File: config.mk
export PLATFORM = sky130hd
export DESIGN_NAME = attr_reg
export DESIGN_NICKNAME = d
export VERILOG_FILES = /design/src/rtl/attr_reg_pkg.sv /design/src/rtl/attr_reg_rrw.sv /design/src/rtl/attr_reg_bit.sv /design/src/rtl/attr_reg.sv
export SDC_FILE = /design/constraint.sdc
export NUM_CORES = 1
export LEC_CHECK = 0
export ABC_AREA = 0
export BUFFER_PORTS_ARGS = -buffer_cell sky130_fd_sc_hd__buf_4
export CORE_AREA = 2 2 90 92
export DETAILED_ROUTE_END_ITERATION = 8
export DIE_AREA = 0 0 92 94
export GPL_TIMING_DRIVEN = 0
export HOLD_SLACK_MARGIN = 0.12
export PLACE_DENSITY = 0.67
export SETUP_SLACK_MARGIN = 0.1
export SLEW_MARGIN = 20
export SYNTH_ARGS = -nofsm -noshare
export SYNTH_HDL_FRONTEND = slang
export SYNTH_SLANG_ARGS = --single-unit
File: constraint.sdc
create_clock -name clk_i -period 1.8 [get_ports clk_i]
set_clock_uncertainty 0.05 [all_clocks]
set_input_delay 0 -clock clk_i [delete_from_list [all_inputs] [get_ports clk_i]]
set_output_delay 0 -clock clk_i [all_outputs]
set_load 0.02 [all_outputs]
File: src/rtl/attr_reg_pkg.sv
package attr_reg_pkg;
  typedef enum logic [3:0] {
    ATTR_RO  = 4'd0,
    ATTR_WO  = 4'd1,
    ATTR_RW  = 4'd2,
    ATTR_RC  = 4'd3,
    ATTR_RCW = 4'd4,
    ATTR_W1C = 4'd5,
    ATTR_W0C = 4'd6,
    ATTR_W1S = 4'd7,
    ATTR_W0S = 4'd8,
    ATTR_RWL = 4'd9,
    ATTR_RWO = 4'd10,
    ATTR_RRW = 4'd11
  } attr_e;

  function automatic logic has_store(attr_e a);
    return (a != ATTR_RO) && (a != ATTR_WO);
  endfunction
endpackage

File: src/rtl/attr_reg_rrw.sv
module attr_reg_rrw #(
  parameter int NBYTE = 4,
  parameter int RR_LSB = 22,
  parameter int RR_W = 4,
  parameter logic [2**RR_W-1:0] ALLOWED = '1
) (
  input  logic [NBYTE-1:0] be_i,
  input  logic [RR_W-1:0]  val_i,
  output logic             ok_o
);
  localparam int FB = RR_LSB / 8;
  localparam int LB = (RR_LSB + RR_W - 1) / 8;

  logic [NBYTE-1:0] need;
  for (genvar k = 0; k < NBYTE; k++) begin : g_need
    assign need[k] = (k >= FB) && (k <= LB);
  end

  // every spanned byte enabled and value in the allowed set
  assign ok_o = (&(be_i | ~need)) && ALLOWED[val_i];
endmodule

File: src/rtl/attr_reg_bit.sv
module attr_reg_bit
  import attr_reg_pkg::*;
#(
  parameter attr_e ATTR   = ATTR_RW,
  parameter bit    RST    = 1'b0,
  parameter bit    STICKY = 1'b0
) (
  input  logic clk_i,
  input  logic rst_ni,
  input  logic hard_rst_i,
  input  logic wr_en_i,
  input  logic wd_i,
  input  logic rd_i,
  input  logic set_i,
  input  logic clr_i,
  input  logic upd_i,
  input  logic hv_i,
  input  logic lock_i,
  input  logic rrw_ok_i,
  output logic rbit_o,
  output logic evt_o
);
  logic q, done_q, evt_q;
  logic sw_nxt, nxt, done_nxt;

  always_comb begin
    sw_nxt = q;
    case (ATTR)
      ATTR_RW:  if (wr_en_i) sw_nxt = wd_i;
      ATTR_RC:  if (rd_i) sw_nxt = 1'b0;
      ATTR_RCW: begin
        if (rd_i) sw_nxt = 1'b0;
        if (wr_en_i) sw_nxt = wd_i;
      end
      ATTR_W1C: if (wr_en_i && wd_i) sw_nxt = 1'b0;
      ATTR_W0C: if (wr_en_i && !wd_i) sw_nxt = 1'b0;
      ATTR_W1S: if (wr_en_i && wd_i) sw_nxt = 1'b1;
      ATTR_W0S: if (wr_en_i && !wd_i) sw_nxt = 1'b1;
      ATTR_RWL: if (wr_en_i && !lock_i) sw_nxt = wd_i;
      ATTR_RWO: if (wr_en_i && !done_q) sw_nxt = wd_i;
      ATTR_RRW: if (wr_en_i && rrw_ok_i) sw_nxt = wd_i;
      default: ;
    endcase
    // hardware wins: set > clr > upd > software
    if (set_i)      nxt = 1'b1;
    else if (clr_i) nxt = 1'b0;
    else if (upd_i) nxt = hv_i;
    else            nxt = sw_nxt;
    done_nxt = done_q | ((ATTR == ATTR_RWO) && wr_en_i);
  end

  always_ff @(posedge clk_i or negedge rst_ni) begin
    if (!rst_ni) begin
      q      <= RST;
      done_q <= 1'b0;
      evt_q  <= 1'b0;
    end else if (hard_rst_i) begin
      evt_q <= 1'b0;
      if (!STICKY) q <= RST;
    end else begin
      q      <= nxt;
      done_q <= done_nxt;
      evt_q  <= (ATTR == ATTR_WO) && wr_en_i && wd_i;
    end
  end

  assign rbit_o = (ATTR == ATTR_RO) ? hv_i :
                  (ATTR == ATTR_WO) ? 1'b0 : q;
  assign evt_o  = evt_q;
endmodule

File: src/rtl/attr_reg.sv
module attr_reg
  import attr_reg_pkg::*;
#(
  parameter int NB = 32,
  parameter logic [NB*4-1:0] ATTR = 128'h2222_55BB_BB22_229A_A987_6543_2211_0000,
  parameter logic [NB-1:0] RST_VAL = 32'h1041_0040,
  parameter logic [NB-1:0] STICKY  = 32'h0C0C_0000,
  parameter int RR_LSB = 22,
  parameter int RR_W   = 4,
  parameter logic [2**RR_W-1:0] RR_ALLOWED = 16'h042A
) (
  input  logic               clk_i,
  input  logic               rst_ni,
  input  logic               hard_rst_i,
  input  logic               rd_i,
  input  logic               wr_i,
  input  logic [NB/8-1:0]    be_i,
  input  logic [NB-1:0]      wdata_i,
  output logic [NB-1:0]      rdata_o,
  input  logic [NB-1:0]      hw_set_i,
  input  logic [NB-1:0]      hw_clr_i,
  input  logic [NB-1:0]      hw_upd_i,
  input  logic [NB-1:0]      hw_val_i,
  input  logic               lock_i,
  output logic [NB-1:0]      evt_o
);
  localparam int NBYTE = NB / 8;

  logic rrw_ok;

  attr_reg_rrw #(
    .NBYTE(NBYTE), .RR_LSB(RR_LSB), .RR_W(RR_W), .ALLOWED(RR_ALLOWED)
  ) u_rrw (
    .be_i (be_i),
    .val_i(wdata_i[RR_LSB +: RR_W]),
    .ok_o (rrw_ok)
  );

  for (genvar b = 0; b < NB; b++) begin : g_bit
    attr_reg_bit #(
      .ATTR  (attr_e'(ATTR[4*b +: 4])),
      .RST   (RST_VAL[b]),
      .STICKY(STICKY[b])
    ) u_bit (
      .clk_i     (clk_i),
      .rst_ni    (rst_ni),
      .hard_rst_i(hard_rst_i),
      .wr_en_i   (wr_i && be_i[b/8]),
      .wd_i      (wdata_i[b]),
      .rd_i      (rd_i),
      .set_i     (hw_set_i[b]),
      .clr_i     (hw_clr_i[b]),
      .upd_i     (hw_upd_i[b]),
      .hv_i      (hw_val_i[b]),
      .lock_i    (lock_i),
      .rrw_ok_i  (rrw_ok),
      .rbit_o    (rdata_o[b]),
      .evt_o     (evt_o[b])
    );
  end
endmodule


==> results of run 1 <==
-- cell type report --
class                      instances  share of cell area
buffer                            69              0.1043
clock buffer                       8             0.02294
inverter                          20             0.01564
multi-input combinational        177              0.2179
sequential                        30              0.1575
tap                              102             0.02659
timing repair buffer             261              0.4552
-- worst max-delay path: stages --
cell	delay, ns
dlygate4sd3_1	0.55
buf_4	0.15
a21oi_1	0.10
dlygate4sd3_1	0.56
o31ai_1	0.07
a221oi_1	0.33
-- report_power, final --
| group | switching [mW] | total (mW) | internal (mW) |
|---|---|---|---|
| clock network | 0.275 | 0.662 | 0.386 |
| logic | 0.390 | 0.971 | 0.581 |
| registers | 0.0265 | 0.752 | 0.725 |
| total | 0.691 | 2.38 | 1.69 |
-- cell usage after synthesis, types with 4 or more instances --
library cell  number  area [um^2]
dfstp_2            4        105.1
nand3_1            4        20.02
a22o_1             7        61.31
o21ai_0           21        105.1
nor3_1             4        20.02
inv_1             19        71.32
mux2i_1            9        90.09
a31oi_1            5        31.28
nor2b_1            4        25.02
a21oi_1           11        55.05
dfrtp_1           26        650.6
nor2_1            31        116.4
buf_4             64        480.5
clkbuf_1           4        15.01
nand2_1           13        48.80
-- routing by layer --
| metal | GRT usage | wire [um] |
|---|---|---|
| met5 | 0 | 0 |
| met4 | 0.04478 | 105 |
| met3 | 0.04414 | 613 |
| met2 | 0.4020 | 4870 |
| met1 | 0.2044 | 3259 |
-- metrics by stage --
stage	instances	worst slack (ns)	utilization
floorplan	296	0.6872	-
finish	667	0.1452	0.6309
detailed placement	569	0.3569	0.4934
CTS	667	0.1131	0.6263
global placement	569	0.4155	0.4934
global route	667	0.07040	0.6309
-- timing repair --
item / CTS / global route
hold buffers: 90 / 1
gates resized for setup: 0 / 9
hold endpoints to repair: 59 / 1
endpoints found under the setup margin: 0 / 7
-- worst min path at each step --
stage / from / endpoint / slack [ns]
floorplan: rst_ni / g_bit[10].u_bit.rbit_o / -0.35
global placement: rst_ni / g_bit[4].u_bit.evt_o / -0.08
detailed placement: rst_ni / g_bit[5].u_bit.evt_o / -0.08
CTS: be_i[2] / g_bit[19].u_bit.rbit_o / 0.14
global route: hw_val_i[2] / rdata_o[2] / 0.15
finish: hw_val_i[25] / g_bit[25].u_bit.rbit_o / 0.1
-- cells by family (layout without fill, tap and decap cells) --
family	count (synthesis)	in the layout	synth area share
buf+inv	89	358	0.2586
mux	11	11	0.05059
compound gates	70	70	0.2204
flops	30	30	0.3395
simple gates	64	64	0.1293
other cells	1	32	0.001685
-- state kept, by name, summed over array words and instances, names as in the netlist --
name and flops:
g_bit.u_bit.done_q 2, g_bit.u_bit.rbit_o 26, g_bit.u_bit.evt_o 2
==> summary.txt, run 1 <==
Drt
  – Drt total wl: 8848 um
  – Vias per cell: 4.304
  – Routed WL per cell: 13.27 um
  – 1st-iter DRT viols: 75
  – Pre-antenna DRT Iters: 4
  – Post-route ant nets: 0
  – Drt drc: 0
  – Vias: 2871

Clocking
  – Clk slew on worst S/H paths: 0.07 ns
  – Setup bufs post-CTS: 0
  – Num Clock Sinks: 30
  – Clock latency on the worst-skew pair: 0.28 ns
  – Root buffer cell: clkbuf_8
  – Inserted Clock Buffers: 5
  – CTS tree: done
  – Max H-tree Level: 2
  – Max Root-Sink Buffers: 2

Final layout
  – Layout cells sized above 1: 0.4566
  – Area delta synth->final: 115.6%
  – Multi-input gate area: 0.001046 mm^2
  – Most common cell after layout, fill and taps aside: buf_4
  – Final instance area: 0.004800 mm^2
  – Nets: 734
  – Number of diodes: 0
  – Storage cell area: 755.7 um^2
  – Most frequent cells in the layout: buf_4, dlygate4sd3_1, conb_1, nor2_1, dfrtp_1
  – Filler Cell Count: 640

GRT
  – Vias in the first global route: 2963
  – Largest net degree at the start of global routing: 31
  – Initial antenna violation count: 0
  – Total Routing Usage GR: 0.1980
  – Gr ovfl total: 0
  – First-pass GRT wire length: 13580 um

Critical path
  – Req. time, crit path: 1.91 ns
  – FF-to-FF End: g_bit[18].u_bit.rbit_o
  – Crit path max fanout: 3
  – Worst R2R Setup Slack: 0.18 ns
  – Crit path launch type: input pin
  – Crit path DAT: 1.77 ns
  – Worst setup path start: hw_upd_i[18]
  – Reg2reg start: g_bit[18].u_bit.rbit_o
  – FF-to-FF path depth: 3
  – Worst setup path class: in2reg
  – CP endpoint: g_bit[18].u_bit.rbit_o
  – CP endpoint kind: flip-flop

Die
  – Die height: 94 um
  – IO Pins: 234
  – Initial Util: 0.2926
  – FP Rows: 32
  – Die width: 92 um
  – Die area: 0.008648 mm^2
  – Core area: 0.007607 mm^2

Pwr
  – PD cells: 496.8 mW/mm^2
  – Static Leak: 2.517 nW
  – Max VDD drop: 244.0 uV
  – Power Total: 2.384 mW

Place
  – IO Port Bufs: 171
  – Post-DP Area: 0.003754 mm^2
  – Final RePlAce weighted congestion: 0.7448
  – HPWL after DPL: 5906 um

Yosys
  – Ys flop type: dfrtp_1
  – FF+latch count, synth: 30
  – Syn Std Cell Area: 0.002226 mm^2
  – Syn_area_per_cell: 8.400 um^2
  – Synth Warn #: 0
  – Seq/Total Area, Yosys: 0.3395
  – Gate Count Post-Synth: 265
  – Post-synth EDFFs: 0
  – Yosys cell types: 38
  – Asr flop ratio synth: 1.000

STA
  – Final hold vios: 0
  – Setup violators final: 0
  – Fin Setup TNS: 0 ns
  – Fin. max-slew vios: 0
  – Fin crit share: 0.9193
  – Slew @ Worst Pin: 0.6688 ns
  – Slew headroom: 0.5541
  – RSZ-0062 raised after global routing: true
  – FMAX: 604.3 MHz
  – Hold WS: 0.09641 ns
  – Final min period: 1.655 ns

Min path
  – Hold Crit Class: in2reg
  – Worst hold stages: 5

Job
  – Max Cap Viol: 0

Status
  – Status: complete, no violations
(Power assumes the default switching activity.)
==> run 2: changes to the inputs <==
--- a/config.mk
+++ b/config.mk
@@ -12,7 +12,7 @@
 export DIE_AREA = 0 0 92 94
 export GPL_TIMING_DRIVEN = 0
 export HOLD_SLACK_MARGIN = 0.12
-export PLACE_DENSITY = 0.67
+export PLACE_DENSITY = 0.8
 export SETUP_SLACK_MARGIN = 0.1
 export SLEW_MARGIN = 20
 export SYNTH_ARGS = -nofsm -noshare
==> summary.txt, run 2 (synthesized netlist as in run 1, its figures left out) <==
STA
  – Fin. max-slew vios: 0
  – RSZ-0062 raised after global routing: true
  – Final min period: 1.775 ns
  – Fin Setup TNS: 0 ns
  – FMAX: 563.4 MHz
  – Setup violators final: 0
  – Slew headroom: 0.5683
  – Slew @ Worst Pin: 0.6475 ns
  – Final hold vios: 0
  – Fin crit share: 0.9861

Pwr
  – Static Leak: 2.493 nW
  – Max VDD drop: 239.2 uV
  – PD cells: 476.0 mW/mm^2

Place
  – HPWL after DPL: 6258 um
  – Final RePlAce weighted congestion: 0.7300
  – IO Port Bufs: 171

Drt
  – Max Used Layer: met4
  – Pre-antenna DRT Iters: 4
  – Met2 WL post-DR: 5172 um
  – 1st-iter DRT viols: 73
  – WL met3: 693 um
  – Drt drc: 0
  – Post-route ant nets: 0
  – M1 wire length: 3143 um
  – Routed WL per cell: 13.95 um
  – Drt total wl: 9262 um
  – Vias per cell: 4.462
  – Vias: 2963

Final layout
  – Most common cell after layout, fill and taps aside: buf_4
  – Layout cells sized above 1: 0.4555
  – Multi-input gate area: 0.001042 mm^2
  – Area delta synth->final: 112.9%
  – Number of diodes: 0
  – Filler Cell Count: 670
  – Most frequent cells in the layout: buf_4, dlygate4sd3_1, conb_1, nor2_1, dfrtp_1
  – Finished Core Util: 0.6229
  – Storage cell area: 755.7 um^2
  – Nets: 731
  – Max FFs per register: 26

Clocking
  – Num Clock Sinks: 30
  – Inserted Clock Buffers: 5
  – CTS tree: done
  – Max H-tree Level: 2
  – Clock latency on the worst-skew pair: 0.28 ns
  – Setup bufs post-CTS: 0
  – Max Root-Sink Buffers: 2
  – Root buffer cell: clkbuf_8
  – Clk slew on worst S/H paths: 0.07 ns

Critical path
  – Worst R2R Setup Slack: 0.18 ns
  – FF-to-FF End: g_bit[9].u_bit.rbit_o
  – Req. time, crit path: 1.91 ns
  – Crit path DAT: 1.88 ns
  – Crit path launch type: input pin
  – Crit path max fanout: 2
  – Reg2reg start: g_bit[9].u_bit.rbit_o
  – Worst setup path class: in2reg
  – CP endpoint kind: flip-flop
  – FF-to-FF path depth: 5

Job
  – Max Cap Viol: 0

Min path
  – Worst hold stages: 4
  – Hold Crit Class: in2reg
  – Hold_sp: wdata_i[24]
  – Hold EP: g_bit[23].u_bit.rbit_o

Die
  – Core area: 0.007607 mm^2
  – Die area: 0.008648 mm^2
  – Initial Util: 0.2926
  – IO Pins: 234
  – Die width: 92 um
  – Die height: 94 um
  – FP Rows: 32

GRT
  – Largest net degree at the start of global routing: 31
  – Vias in the first global route: 3091
  – First-pass GRT wire length: 14120 um
  – Initial antenna violation count: 0
  – Total Routing Usage GR: 0.2068
  – Gr ovfl total: 0

Status
  – Status: complete, no violations
[run 2: worst max-delay path, stage by stage]
cell           delay, ns
dlygate4sd3_1       0.54
buf_4               0.14
a21oi_1             0.14
dlygate4sd3_1       0.59
nor2_1              0.08
a2111oi_2           0.39
[run 2: cell type report]
class                           count  area share
Clock inverter                      2    0.002112
Tap cell                          102     0.02693
Buffer                             69      0.1056
Inverter                           20     0.01584
Sequential cell                    30      0.1595
Multi-Input combinational cell    177      0.2200
Timing Repair Buffer              258      0.4547
Clock buffer                        6     0.01532
[run 2: worst max-delay path by stage]
stage	from	end	slack, ns	depth (start not counted)
global placement	wr_i	g_bit[19].u_bit.rbit_o	0.36	5
detailed placement	wdata_i[22]	g_bit[23].u_bit.rbit_o	0.30	5
CTS	wr_i	g_bit[16].u_bit.rbit_o	0.15	7
finish	hw_clr_i[24]	g_bit[24].u_bit.rbit_o	0.02	6
floorplan	g_bit[8].u_bit.rbit_o	g_bit[8].u_bit.rbit_o	0.69	4
global route	hw_clr_i[24]	g_bit[24].u_bit.rbit_o	0.04	6
[run 2: routing by layer]
| layer | global-route usage | vias to the layer above |
|---|---|---|
| met5 | 0 | - |
| met4 | 0.07836 | 0 |
| met3 | 0.04414 | 24 |
| met2 | 0.4197 | 148 |
| met1 | 0.2021 | 1372 |
| li1 | - | 1419 |
[run 2: stage by stage]
step	hold slack (ns)	instance area, um^2	setup WS [ns]	power (mW)	instances
after floorplan	-0.3456	2342	0.6872	1.157	296
after global placement	-0.08001	3754	0.3630	1.532	569
after detailed placement	-0.08191	3754	0.2970	1.553	569
after CTS	0.09418	4707	0.1470	2.252	664
after global routing	0.1330	4738	0.04363	2.380	664
final	0.1233	4738	0.02496	2.256	664
[run 2: timing repair]
item,CTS,global route
resized for setup,0,8
endpoints found under the setup margin,0,9
hold buffers,87,0
endpoints found under the hold margin,59,0
[run 2: where the power goes]
part	switching [mW]	total [mW]	internal, mW	leakage [nW]
clock	0.262	0.530	0.268	0.0450
combinational	0.395	0.973	0.578	2.09
sequential	0.0271	0.753	0.725	0.358
==> run 3: changes to the inputs <==
--- a/config.mk
+++ b/config.mk
@@ -13,8 +13,10 @@
 export GPL_TIMING_DRIVEN = 0
 export HOLD_SLACK_MARGIN = 0.12
 export PLACE_DENSITY = 0.8
+export REMOVE_ABC_BUFFERS = 1
 export SETUP_SLACK_MARGIN = 0.1
 export SLEW_MARGIN = 20
 export SYNTH_ARGS = -nofsm -noshare
 export SYNTH_HDL_FRONTEND = slang
 export SYNTH_SLANG_ARGS = --single-unit
+export TNS_END_PERCENT = 100
==> summary.txt, run 3 (synthesized netlist as in run 1, its figures left out) <==
Pwr
  – Sequential share of power: 0.348
  – Clock share of power: 0.264
  – Combinational power share: 0.388
  – PD cells: 509.0 mW/mm^2
  – Switch share: 0.3038
  – Power Total: 2.158 mW
  – P_sw: 0.6555 mW
  – Max VDD drop: 253.8 uV
  – Static Leak: 2.145 nW
  – Internal power: 1.502 mW

Critical path
  – Req. time, crit path: 1.91 ns
  – Worst R2R Setup Slack: 0.18 ns
  – CP endpoint kind: flip-flop
  – CP max stage delay: 0.57 ns
  – Crit path max fanout: 2
  – Crit path DAT: 1.77 ns
  – CP max-delay cell: dlygate4sd3_1
  – Worst path most repeated cell: dlygate4sd3_1
  – Worst setup path class: in2reg
  – Crit path launch type: input pin
  – CP cell instances: dlygate4sd3_1 -> buf_4 -> a21oi_1 -> dlygate4sd3_1 -> nor2_1 -> a2111oi_2

Clocking
  – CTS tree: done
  – Num Clock Sinks: 30
  – Clock latency on the worst-skew pair: 0.28 ns
  – Inserted Clock Buffers: 5
  – Clk slew on worst S/H paths: 0.06 ns
  – Setup bufs post-CTS: 0
  – Max Root-Sink Buffers: 2
  – Root buffer cell: clkbuf_8
  – Max H-tree Level: 2

Die
  – Die height: 94 um
  – Core area: 0.007607 mm^2
  – Die width: 92 um
  – Die area: 0.008648 mm^2
  – Initial Util: 0.2926
  – IO Pins: 234
  – FP Rows: 32

Job
  – Max Cap Viol: 0

GRT
  – Initial antenna violation count: 0
  – First-pass GRT wire length: 13250 um
  – Largest net degree at the start of global routing: 31
  – Gr ovfl total: 0
  – Total Routing Usage GR: 0.1968
  – Vias in the first global route: 2906

STA
  – Final worst setup slack: 0.1364 ns
  – Fin crit share: 0.9242
  – FMAX: 601.1 MHz
  – Setup violators final: 0
  – Final min period: 1.664 ns
  – Fin Setup TNS: 0 ns
  – Final hold vios: 0
  – Fin. max-slew vios: 0
  – RSZ-0062 raised after global routing: true

Drt
  – Routed WL per cell: 14.66 um
  – Vias: 2716
  – Pre-antenna DRT Iters: 4
  – Drt total wl: 8707 um
  – 1st-iter DRT viols: 75
  – Drt drc: 0
  – Post-route ant nets: 0
  – Vias per cell: 4.572

Place
  – IO Port Bufs: 168
  – Final RePlAce weighted congestion: 0.7424
  – Pre-CTS setup slack: 0.3381 ns
  – HPWL after DPL: 5564 um
  – Post-DP Area: 0.003231 mm^2

Final layout
  – Most frequent cells in the layout: buf_4, dlygate4sd3_1, conb_1, nor2_1, dfrtp_1
  – Number of diodes: 0
  – Filler Cell Count: 669
  – Finished Core Util: 0.5572
  – Max FFs per register: 26
  – Final instance area: 0.004239 mm^2
  – Area delta synth->final: 90.44%
  – Nets: 661
  – Most common cell after layout, fill and taps aside: buf_4
  – Layout cells sized above 1: 0.3801

Min path
  – Hold Crit Class: in2reg

Status
  – Status: complete, no violations
[run 3: cell types whose count changed in the layout (fill, tap and decap cells not counted), moves of 2 or more]
cell / previous run / this run
a2111oi_1: 2 / 0
clkbuf_1: 5 / 1
dlygate4sd3_1: 87 / 89
buf_4: 235 / 168
a2111oi_0: 0 / 2
[run 3: final timing paths]
| check | start | to | cells after the start |
|---|---|---|---|
| worst min register to register | g_bit[15].u_bit.done_q | g_bit[15].u_bit.done_q | 1 |
| worst max register to register | g_bit[9].u_bit.rbit_o | g_bit[9].u_bit.rbit_o | 5 |
| max in group asynchronous | rst_ni | g_bit[22].u_bit.rbit_o | 2 |
| worst max-delay path | hw_clr_i[24] | g_bit[24].u_bit.rbit_o | 6 |
| worst min-delay path | be_i[2] | g_bit[18].u_bit.rbit_o | 3 |
| min in group asynchronous | rst_ni | g_bit[8].u_bit.rbit_o | 2 |
[run 3: area by class of cell]
cell class	instances	area, um^2	share of cell area
Tap cell	102	127.6	0.03011
Sequential cell	30	755.7	0.1783
Multi-Input combinational cell	177	1037	0.2447
Clock buffer	7	86.33	0.02037
Timing Repair Buffer	257	2152	0.5077
Clock inverter	1	5.005	0.001181
Inverter	20	75.07	0.01771
[run 3: metal layers]
layer / vias up / share of wire / routed length (um) / global-route usage
met4: 0 / 0.032 / 279 / 0.09080
li1: 1275 / - / - / -
met5: - / 0 / 0 / 0
met3: 26 / 0.063 / 552 / 0.04334
met1: 1279 / 0.34 / 2937 / 0.1920
met2: 136 / 0.57 / 4938 / 0.3909
[run 3: what timing repair did]
item	CTS	global route
resized for setup	0	5
endpoints found under the hold margin	64	0
setup endpoints to repair	0	5
hold buffers	89	0
[run 3: power by group through the flow]
stage	registers, mW	logic [mW]	clock network, mW
3_3_place_gp	0.761	0.626	0
5_1_grt	0.758	0.899	0.624
4_1_cts	0.752	0.815	0.594
6_report	0.752	0.837	0.569
3_5_place_dp	0.764	0.641	0
2_1_floorplan	0.821	0.190	0
[run 3: critical path, delay by kind of cell]
family                 cells  cell delay, ns
AO/OA/AOI/OAI              2            0.46
buffers and inverters      3            1.26
AND/OR/NAND/NOR            1            0.05
[run 3: through the flow]
stage | instances | hold slack (ns)
after global placement | 497 | -0.08889
after CTS | 594 | 0.08954
after global routing | 594 | 0.1404
final | 594 | 0.1157
after detailed placement | 497 | -0.08764
after floorplan | 227 | -0.3456
